`src/rtl/pwm_pkg.sv`:
```
package pwm_pkg;

  localparam int PW_ADDR_W  = 16;
  localparam int PW_DATA_W  = 8;
  localparam int PW_WORD_W  = 32;
  localparam int PW_DATA_LO = PW_ADDR_W;
  localparam int PW_DIS_BIT = PW_DATA_LO + PW_DATA_W;
  localparam int PW_LNK_BIT = PW_DIS_BIT + 1;
  localparam int PW_RD_BIT  = PW_LNK_BIT + 1;

  typedef struct packed {
    logic                 rd_sel;
    logic                 link_sel;
    logic                 io_dis;
    logic [PW_DATA_W-1:0] data;
    logic [PW_ADDR_W-1:0] addr;
  } pw_cfg_t;

  typedef enum logic {
    SEQ_IDLE = 1'b0,
    SEQ_HOLD = 1'b1
  } seq_state_t;

  function automatic pw_cfg_t decode_cfg(input logic [PW_WORD_W-1:0] w);
    pw_cfg_t c;
    c.addr     = w[PW_ADDR_W-1:0];
    c.data     = w[PW_DIS_BIT-1:PW_DATA_LO];
    c.io_dis   = w[PW_DIS_BIT];
    c.link_sel = w[PW_LNK_BIT];
    c.rd_sel   = w[PW_RD_BIT];
    return c;
  endfunction

  function automatic logic wake_due(input logic stop, input logic pend,
                                    input logic armed);
    return stop & pend & armed;
  endfunction

  function automatic logic [PW_DATA_W-1:0] io_byte(input pw_cfg_t c);
    return c.rd_sel ? '0 : c.data;
  endfunction

endpackage

```
`src/rtl/pwm_cfg_reg.sv`:
```
module pwm_cfg_reg
  import pwm_pkg::*;
(
  input  logic                 clk,
  input  logic                 rst_n,
  input  logic                 we,
  input  logic [PW_WORD_W-1:0] wdata,
  output pw_cfg_t              cfg
);

  always_ff @(posedge clk) begin
    if (!rst_n) begin
      cfg <= '0;
    end else if (we) begin
      cfg <= decode_cfg(wdata);
    end
  end

endmodule

```
`src/rtl/pwm_arm_ctl.sv`:
```
module pwm_arm_ctl (
  input  logic clk,
  input  logic rst_n,
  input  logic stop,
  input  logic fire,
  output logic armed
);

  always_ff @(posedge clk) begin
    if (!rst_n) begin
      armed <= 1'b1;
    end else if (!stop) begin
      armed <= 1'b1;
    end else if (fire) begin
      armed <= 1'b0;
    end
  end

  // a wake can only be fired while armed
  p_fire_needs_arm_r9: assert property (@(posedge clk) disable iff (!rst_n)
    fire |-> armed);

  // a spent arm stays spent for the rest of the stop-clock assertion
  p_stay_spent_r9: assert property (@(posedge clk) disable iff (!rst_n)
    (!armed && stop) |=> !armed);

endmodule

```
`src/rtl/pwm_io_path.sv`:
```
module pwm_io_path
  import pwm_pkg::*;
(
  input  logic                 clk,
  input  logic                 rst_n,
  input  pw_cfg_t              cfg,
  input  logic                 check,
  input  logic                 stop,
  input  logic                 pend,
  input  logic                 armed,
  input  logic                 ready,
  output logic                 valid,
  output logic [PW_ADDR_W-1:0] addr,
  output logic [PW_DATA_W-1:0] data,
  output logic                 write,
  output logic                 fire
);

  logic qualify;

  assign qualify = check & !cfg.link_sel & !cfg.io_dis;
  assign fire    = qualify & wake_due(stop, pend, armed) & !valid;

  always_ff @(posedge clk) begin
    if (!rst_n) begin
      valid <= 1'b0;
      addr  <= '0;
      data  <= '0;
      write <= 1'b0;
    end else if (fire) begin
      valid <= 1'b1;
      addr  <= cfg.addr;
      data  <= io_byte(cfg);
      write <= !cfg.rd_sel;
    end else if (valid && ready) begin
      valid <= 1'b0;
    end
  end

  // the request and its payload hold until accepted
  p_hold_stable_r6: assert property (@(posedge clk) disable iff (!rst_n)
    (valid && !ready) |=> (valid && $stable(addr) && $stable(data) && $stable(write)));

  // an accepted request drops on the next cycle
  p_drop_after_accept_r6: assert property (@(posedge clk) disable iff (!rst_n)
    (valid && ready) |=> !valid);

  // a new request never appears while suppressed
  p_no_io_when_dis_r5: assert property (@(posedge clk) disable iff (!rst_n)
    (!valid && cfg.io_dis && !fire) |=> !valid);

  // a read request carries no data byte
  p_read_no_data_r3: assert property (@(posedge clk) disable iff (!rst_n)
    (valid && !write) |-> (data == '0));

endmodule

```
`src/rtl/pwm_grant_seq.sv`:
```
module pwm_grant_seq
  import pwm_pkg::*;
(
  input  logic clk,
  input  logic rst_n,
  input  logic link_sel,
  input  logic entry,
  input  logic stop,
  input  logic pend,
  input  logic armed,
  output logic link_msg,
  output logic grant,
  output logic fire
);

  seq_state_t state;
  logic       idle_entry;

  assign idle_entry = (state == SEQ_IDLE) & entry;
  assign fire       = idle_entry & link_sel & wake_due(stop, pend, armed);

  always_ff @(posedge clk) begin
    if (!rst_n) begin
      state    <= SEQ_IDLE;
      link_msg <= 1'b0;
      grant    <= 1'b0;
    end else begin
      link_msg <= 1'b0;
      grant    <= 1'b0;
      case (state)
        SEQ_IDLE: begin
          if (fire) begin
            link_msg <= 1'b1;
            state    <= SEQ_HOLD;
          end else if (entry) begin
            grant <= 1'b1;
          end
        end
        SEQ_HOLD: begin
          grant <= 1'b1;
          state <= SEQ_IDLE;
        end
        default: state <= SEQ_IDLE;
      endcase
    end
  end

  // the stop-grant message follows the link message on the next cycle
  p_grant_after_link_r7: assert property (@(posedge clk) disable iff (!rst_n)
    link_msg |=> (grant && !link_msg));

  // the two messages never go out together
  p_msgs_exclusive_r7: assert property (@(posedge clk) disable iff (!rst_n)
    !(link_msg && grant));

  // a plain entry is answered one cycle later
  p_plain_grant_r8: assert property (@(posedge clk) disable iff (!rst_n)
    (idle_entry && !fire) |=> grant);

endmodule

```
`src/rtl/pend_wake_msgr.sv`:
```
module pend_wake_msgr
  import pwm_pkg::*;
(
  input  logic                 clk,
  input  logic                 rst_n,
  input  logic                 cfg_we,
  input  logic [PW_WORD_W-1:0] cfg_wdata,
  input  logic                 stpclk_req,
  input  logic                 irq_pend,
  input  logic                 io_end,
  input  logic                 grant_entry,
  input  logic                 io_req_ready,
  output logic                 io_req_valid,
  output logic [PW_ADDR_W-1:0] io_req_addr,
  output logic [PW_DATA_W-1:0] io_req_data,
  output logic                 io_req_write,
  output logic                 link_pend_msg,
  output logic                 grant_msg
);

  pw_cfg_t cfg;
  logic    armed;
  logic    io_fire;
  logic    link_fire;
  logic    any_fire;

  assign any_fire = io_fire | link_fire;

  pwm_cfg_reg i_cfg (
    .clk   (clk),
    .rst_n (rst_n),
    .we    (cfg_we),
    .wdata (cfg_wdata),
    .cfg   (cfg)
  );

  pwm_arm_ctl i_arm (
    .clk   (clk),
    .rst_n (rst_n),
    .stop  (stpclk_req),
    .fire  (any_fire),
    .armed (armed)
  );

  pwm_io_path i_io (
    .clk   (clk),
    .rst_n (rst_n),
    .cfg   (cfg),
    .check (io_end),
    .stop  (stpclk_req),
    .pend  (irq_pend),
    .armed (armed),
    .ready (io_req_ready),
    .valid (io_req_valid),
    .addr  (io_req_addr),
    .data  (io_req_data),
    .write (io_req_write),
    .fire  (io_fire)
  );

  pwm_grant_seq i_seq (
    .clk      (clk),
    .rst_n    (rst_n),
    .link_sel (cfg.link_sel),
    .entry    (grant_entry),
    .stop     (stpclk_req),
    .pend     (irq_pend),
    .armed    (armed),
    .link_msg (link_pend_msg),
    .grant    (grant_msg),
    .fire     (link_fire)
  );

  // the two wake paths never fire in the same cycle
  p_single_path_r9: assert property (@(posedge clk) disable iff (!rst_n)
    !(io_fire && link_fire));

  // a new I/O request stems from a qualifying end-of-I/O check
  p_io_cause_r2: assert property (@(posedge clk) disable iff (!rst_n)
    (!io_req_valid && !(io_end && stpclk_req && irq_pend)) |=> !io_req_valid);

  // in link mode no I/O request is raised
  p_link_no_io_r7: assert property (@(posedge clk) disable iff (!rst_n)
    (!io_req_valid && cfg.link_sel) |=> !io_req_valid);

endmodule

```
`config.mk`:
```
export PLATFORM = sky130hd
export DESIGN_NAME = pend_wake_msgr
export DESIGN_NICKNAME = d
export VERILOG_FILES = /design/src/rtl/pwm_pkg.sv /design/src/rtl/pwm_cfg_reg.sv /design/src/rtl/pwm_arm_ctl.sv /design/src/rtl/pwm_io_path.sv /design/src/rtl/pwm_grant_seq.sv /design/src/rtl/pend_wake_msgr.sv
export SDC_FILE = /design/constraint.sdc
export NUM_CORES = 1
export LEC_CHECK = 0
export BUFFER_PORTS_ARGS = -buffer_cell sky130_fd_sc_hd__buf_4
export CAP_MARGIN = 0
export CORE_UTILIZATION = 45
export CTS_CLUSTER_DIAMETER = 80
export DETAILED_ROUTE_END_ITERATION = 6
export GPL_TIMING_DRIVEN = 0
export HOLD_SLACK_MARGIN = 0.08
export PLACE_DENSITY = 0.71
export RECOVER_POWER = 100
export SETUP_SLACK_MARGIN = 0.5
export SLEW_MARGIN = 10
export SYNTH_ARGS = -nofsm -noshare
export SYNTH_HDL_FRONTEND = slang
export SYNTH_SLANG_ARGS = --single-unit
```
`constraint.sdc`:
```
create_clock -name clk -period 1.4 [get_ports clk]
set_clock_uncertainty 0.2 [all_clocks]
set_input_delay 0.14 -clock clk [delete_from_list [all_inputs] [get_ports clk]]
set_output_delay 0.14 -clock clk [all_outputs]
set_load 0.005 [all_outputs]
```
==> results.sh, run 1 <==
export IMPL_outcome="finished, violations left"
export IMPL_violations="negative hold slack, negative setup slack"
export IMPL_stdcell_area_um2=3120
export IMPL_design_core_area_um2=4750
export IMPL_slew_violations=0
export IMPL_endpoint_kind="flip-flop"
export IMPL_wirelength_um=4540
export IMPL_layout_nets=329
export IMPL_slew_headroom_pct=68.1
export IMPL_drt_wirelength_per_cell_um=12.8
export IMPL_grt_pass1_wl_um=7070
export IMPL_dieWidth_um=72.5
export IMPL_critPathRequiredTime_ns=1.43
export IMPL_die_area_um2=5250
export IMPL_holdWs_ns=-0.118
export IMPL_final_cells=356
export IMPL_start_util_pct=47.0
export IMPL_p_seq_share_pct=58.6
export IMPL_power_switching_uw=667
export IMPL_drt_iter0_markers=43
export IMPL_hold_path_class="in -> reg"
export IMPL_synth_top_cell_area_share_pct=50.1
export IMPL_fin_crit_sh_pct=111
export IMPL_synthCells=212
export IMPL_tightest_slew_ns=0.478
export IMPL_synth_edf_count=0
export IMPL_critPathSlowestCell="dfxtp_2"
export IMPL_utilization_pct=65.6
export IMPL_cellInternalPower_uw=2220
export IMPL_fill_cells=434
export IMPL_post_synth_top_count_cell="dfxtp_1"
export IMPL_clockPowerShare_pct=28.7
export IMPL_cts_root_buf="clkbuf_8"
export IMPL_diodes=0
export IMPL_cts_tree="done"
export IMPL_area_delta_synth_final_pct=39.5
export IMPL_dominantRegCellSynth="dfxtp_1"
export IMPL_ios=68
export IMPL_grt_max_degree=16
export IMPL_place_inst=339
export IMPL_path_max_fanout=7
export IMPL_synth_warnings=0
export IMPL_hold_viol=30
export IMPL_fmax_mhz=646
export IMPL_yosys_top_cells_area="dfxtp_1, mux2i_1, nor2b_1"
export IMPL_worstSetupPathType="reg -> reg"
export IMPL_num_vias=1657
export IMPL_rsz0062_at_grt="yes"
export IMPL_viasPerCell=4.65
export IMPL_path_buf_inv=2
export IMPL_path_cells="nor4b_4 > and2_4 > buf_12 > clkbuf_16 > mux2i_1"
export IMPL_grt_pass1_vias=1524
export IMPL_p_leak_uw=0.00133
export IMPL_p_total_uw=2890
export IMPL_h_tree_depth=2
export IMPL_sw_frac_of_total_pct=23.1
export IMPL_synth_largest_area_cell="dfxtp_1"
export IMPL_timing_final_crit_period_ns=1.55
export IMPL_synth_commonest_cells="dfxtp_1, mux2i_1, nand2_1"
export IMPL_ant_nets=0
export IMPL_fin_ws_ns=-0.148
export IMPL_numClockSinks=56
export IMPL_power_frac_comb_pct=12.7
export IMPL_dpl_cell_area_um2=2820
export IMPL_slowest_delay_ns=0.35
export IMPL_clkTransAtPathRegs_ns=0.09
export IMPL_dpl_hpwl_um=3090
export IMPL_drc=0
export IMPL_synth_area_um2=2240
export IMPL_io_buffer_count=60
export IMPL_multi_input_area_um2=1010
export IMPL_numCtsBuffers=5
export IMPL_synthArstFlopShare_pct=0
export IMPL_yosysSeqAreaShare_pct=50.1
export IMPL_start_kind="flip-flop"
export IMPL_clk_insertion_delay_late_ns=0.31
export IMPL_antenna_found_initial=0
export IMPL_arrival_ns=1.58
export IMPL_cts_path_max_buffers=2
export IMPL_place_congestion=0.694
export IMPL_rows=25
export IMPL_dpl_worst_slack_ns=-0.162
export IMPL_seq_area_um2=1130
export IMPL_synth_seq_cells=56
export IMPL_finalSetupViolations=25
export IMPL_avgSynthCellArea_um2=10.5
export IMPL_crit_family="simple AND/OR/NAND/NOR gates"
export IMPL_synth_cell_types=19
export IMPL_powerDensity_nw_per_um2=926
export IMPL_grt_util_all_layers_pct=18.0
export IMPL_drive_above_1_share_pct=33.6
export IMPL_syn_nets=252
export IMPL_max_cap_violations=0
export IMPL_grt_overflow_total=0
export IMPL_ir_worst_vdd_uv=515
export IMPL_die_h_um=72.5
export IMPL_drt_pre_antenna_iters=4
[worst paths after layout]
path	startpoint	end	slack, ns	cells past startpoint
worst max-delay path	i_cfg.cfg[24]$_SDFFE_PN0P_	i_io.addr[3]$_SDFFE_PN0P_	-0.15	5
worst min-delay path	cfg_wdata[25]	i_cfg.cfg[25]$_SDFFE_PN0P_	-0.12	3
worst max register to register	i_cfg.cfg[24]$_SDFFE_PN0P_	i_io.addr[3]$_SDFFE_PN0P_	-0.15	5
worst min register to register	i_arm.armed$_SDFFE_PN1P_	i_arm.armed$_SDFFE_PN1P_	0.25	1
[layout make-up]
type	instances	share of cell area, %
Tap cell	67	2.69
Clock inverter	1	0.161
Sequential cell	56	36.1
Clock buffer	6	2.33
Timing Repair Buffer	70	21.1
Buffer	15	5.06
Multi-Input combinational cell	140	32.5
Inverter	1	0.120
[per-stage QoR]
stage	hold WS, ns	TNS [ns]
2_1_floorplan	0.0732	-1.21
3_5_place_dp	0.203	-2.69
5_1_grt	-0.122	-4.10
4_1_cts	-0.125	-2.46
3_3_place_gp	0.195	-2.49
6_report	-0.118	-3.05
[kinds of logic (layout without fill, tap and decap cells)]
family	after synthesis	count (layout)	synth area share (%)
flip-flops	56	56	50.1
buffers and inverters	16	93	5.09
multiplexers	51	51	22.8
AO/OA/AOI/OAI	6	6	1.85
AND/OR/NAND/NOR	83	83	20.1
[layer usage]
metal / GRT usage (%) / wire (µm) / vias up
li1: - / - / 855
met3: 5.14 / 181 / 6
met1: 23.6 / 2110 / 762
met5: 0 / 0 / -
met4: 5.88 / 55 / 0
met2: 28.5 / 2190 / 34
[power by group through the flow]
stage / Combinational (µW) / Sequential, µW / Clock, µW
after floorplan: 210 / 1720 / 0
after global placement: 335 / 1730 / 0
after detailed placement: 338 / 1730 / 0
after CTS: 360 / 1690 / 856
after global routing: 400 / 1700 / 924
final: 367 / 1690 / 828
[placed cells by master, fill, tap and decap left out, types with 2 or more instances in the layout]
cell,netlist,routed
buf_6,0,31
nor2b_1,28,28
clkbuf_1,8,4
clkbuf_2,0,5
mux2i_1,51,51
buf_12,3,4
buf_4,0,38
o21ai_2,0,2
nand2_1,41,41
nand3b_1,8,8
dfxtp_1,56,52
dfxtp_2,0,4
clkbuf_8,0,5
buf_8,0,2
[registers in the layout, indices dropped and copies added, names as in the netlist]
name,cells
i_io.data,8
i_seq.state,1
i_io.valid,1
i_seq.grant,1
i_arm.armed,1
i_cfg.cfg,27
i_io.write,1
i_io.addr,16
[repair_timing]
item / 4_1_cts / 5_1_grt
setup buffers: 7 / 2
gates resized for setup: 61 / 7
hold endpoints to repair: 31 / 30
gates cloned: 0 / 1
pin swaps: 6 / 1
endpoints found under the setup margin: 58 / 58
[tightest hold or removal path, delay by kind of cell]
| kind | cells | cell delay, ns |
|---|---|---|
| multiplexers | 1 | 0.05 |
| buffers and inverters | 1 | 0.07 |
| AND/OR/NAND/NOR | 1 | 0.09 |
(Power assumes the default switching activity.)
==> run 2: changes to the inputs <==
--- a/config.mk
+++ b/config.mk
@@ -5,14 +5,14 @@
 export SDC_FILE = /design/constraint.sdc
 export NUM_CORES = 1
 export LEC_CHECK = 0
-export BUFFER_PORTS_ARGS = -buffer_cell sky130_fd_sc_hd__buf_4
 export CAP_MARGIN = 0
-export CORE_UTILIZATION = 45
+export CORE_UTILIZATION = 55
 export CTS_CLUSTER_DIAMETER = 80
 export DETAILED_ROUTE_END_ITERATION = 6
+export DONT_BUFFER_PORTS = 1
 export GPL_TIMING_DRIVEN = 0
 export HOLD_SLACK_MARGIN = 0.08
-export PLACE_DENSITY = 0.71
+export PLACE_DENSITY = 0.7
 export RECOVER_POWER = 100
 export SETUP_SLACK_MARGIN = 0.5
 export SLEW_MARGIN = 10
==> results.sh, run 2 (synthesis gave the netlist of run 1 again) <==
export IMPL_outcome="finished, violations left"
export IMPL_reg2reg_from="i_cfg.cfg[25]$_SDFFE_PN0P_"
export IMPL_regMostFlops="i_cfg.cfg"
export IMPL_slew_violations=0
export IMPL_holdWs_ns=-0.169
export IMPL_place_inst=260
export IMPL_top_usage_layer="met2"
export IMPL_arrival_ns=1.64
export IMPL_use_met3_pct=5.56
export IMPL_start_util_pct=59.3
export IMPL_grt_overflow_total=0
export IMPL_rsz0062_at_grt="yes"
export IMPL_drt_iter0_markers=60
export IMPL_cts_path_max_buffers=2
export IMPL_numClockSinks=56
export IMPL_slowest_delay_ns=0.37
export IMPL_powerDensity_nw_per_um2=1020
export IMPL_drt_wirelength_per_cell_um=17.5
export IMPL_startpoint="i_cfg.cfg[25]$_SDFFE_PN0P_"
export IMPL_diodes=0
export IMPL_fill_cells=261
export IMPL_drc=0
export IMPL_clk_insertion_delay_late_ns=0.31
export IMPL_dieWidth_um=65.8
export IMPL_start_kind="flip-flop"
export IMPL_grt_pass1_vias=1680
export IMPL_worstSetupPathType="reg -> reg"
export IMPL_hold_path_class="in -> reg"
export IMPL_fmax_mhz=625
export IMPL_numCtsBuffers=5
export IMPL_grt_pass1_wl_um=7860
export IMPL_path_cells="nor4b_4 > and2_4 > buf_12 > clkbuf_16 > mux2i_1"
export IMPL_reg_top3="i_cfg.cfg x27, i_io.addr x16, i_io.data x8"
export IMPL_critPathSlowestCell="dfxtp_4"
export IMPL_clkTransAtPathRegs_ns=0.10
export IMPL_ff2ff_setup_slack_ns=-0.20
export IMPL_cts_root_buf="clkbuf_8"
export IMPL_antenna_found_initial=0
export IMPL_final_cells=299
export IMPL_mostFrequentLayoutCells="mux2i_1, nand2_1, dfxtp_2"
export IMPL_drt_pre_antenna_iters=4
export IMPL_timing_rr_end="i_io.addr[14]$_SDFFE_PN0P_"
export IMPL_ios=68
export IMPL_fin_ws_ns=-0.201
export IMPL_ff2ff_path_depth=5
export IMPL_die_h_um=65.8
export IMPL_die_area_um2=4320
export IMPL_use_met2_pct=43.2
export IMPL_design_core_area_um2=3770
export IMPL_largest_register_ffs=27
export IMPL_area_delta_synth_final_pct=28.5
export IMPL_finalSetupViolations=26
export IMPL_cts_tree="done"
export IMPL_num_vias=1587
export IMPL_place_congestion=0.684
export IMPL_crit_family="simple AND/OR/NAND/NOR gates"
export IMPL_timing_final_crit_period_ns=1.60
export IMPL_endpoint_kind="flip-flop"
export IMPL_tightest_slew_ns=0.544
export IMPL_crit_cells=5
export IMPL_io_buffer_count=0
export IMPL_critPathRequiredTime_ns=1.44
export IMPL_max_cap_violations=0
export IMPL_violations="negative hold slack, negative setup slack"
export IMPL_cts_hold_buffers=26
export IMPL_h_tree_depth=2
export IMPL_rows=22
export IMPL_viasPerCell=5.31
export IMPL_fin_crit_sh_pct=114
export IMPL_drive_above_1_share_pct=24.3
export IMPL_layout_nets=290
export IMPL_ir_worst_vdd_uv=722
export IMPL_dpl_hpwl_um=3360
export IMPL_final_common_cell="mux2i_1"
export IMPL_p_leak_uw=0.00120
export IMPL_ant_nets=0
export IMPL_grt_util_all_layers_pct=24.7
export IMPL_utilization_pct=76.2
export IMPL_path_buf_inv=2
export IMPL_slew_headroom_pct=63.8
export IMPL_grt_use_met1_pct=28.5
export IMPL_hold_viol=12
export IMPL_wirelength_um=5230
export IMPL_path_max_fanout=6
export IMPL_grt_max_degree=16
export IMPL_endpoint="i_io.addr[14]$_SDFFE_PN0P_"
[run 2: layout make-up]
| type | count | area (µm²) | area share, % |
|---|---|---|---|
| buffer | 15 | 158 | 5.49 |
| clock buffer | 8 | 90.1 | 3.13 |
| inverter | 1 | 3.75 | 0.131 |
| multi-input combinational | 140 | 1030 | 35.7 |
| sequential | 56 | 1170 | 40.6 |
| tap | 48 | 60.1 | 2.09 |
| timing repair buffer | 31 | 370 | 12.9 |
[run 2: routing by layer]
metal | routed length (µm) | vias up
met1 | 2210 | 744
met3 | 316 | 9
li1 | - | 777
met4 | 75 | 0
met2 | 2630 | 57
met5 | 0 | -
[run 2: stage by stage]
stage	setup slack, ns	setup TNS [ns]	cell area (µm²)	total power [µW]
after floorplan	-0.0648	-1.21	2290	1930
after global routing	-0.261	-5.94	2870	3060
after CTS	-0.181	-4.05	2800	2920
final	-0.201	-4.10	2870	2940
after detailed placement	-0.195	-2.89	2350	1980
after global placement	-0.125	-2.33	2350	1960
[run 2: worst min-delay path by stage]
| stage | start | end | slack [ns] | cells past startpoint |
|---|---|---|---|---|
| floorplan | stpclk_req | i_arm.armed$_SDFFE_PN1P_ | 0.07 | 2 |
| global placement | stpclk_req | i_arm.armed$_SDFFE_PN1P_ | 0.08 | 2 |
| detailed placement | stpclk_req | i_arm.armed$_SDFFE_PN1P_ | 0.09 | 2 |
| CTS | irq_pend | i_arm.armed$_SDFFE_PN1P_ | -0.18 | 2 |
| global route | cfg_wdata[7] | i_cfg.cfg[7]$_SDFFE_PN0P_ | -0.15 | 2 |
| finish | cfg_wdata[20] | i_cfg.cfg[20]$_SDFFE_PN0P_ | -0.17 | 2 |
[run 2: report_power, final]
part	switching (µW)	internal [µW]	leakage, µW
registers	44.3	1650	0.000473
logic	146	203	0.000687
clock network	493	405	0.0000455
[run 2: repair_timing]
action,CTS,global route
buffers inserted,3,0
pin swaps,4,4
resized for setup,32,19
endpoints found under the setup margin,58,70
cloned,1,1
hold endpoints to repair,32,19
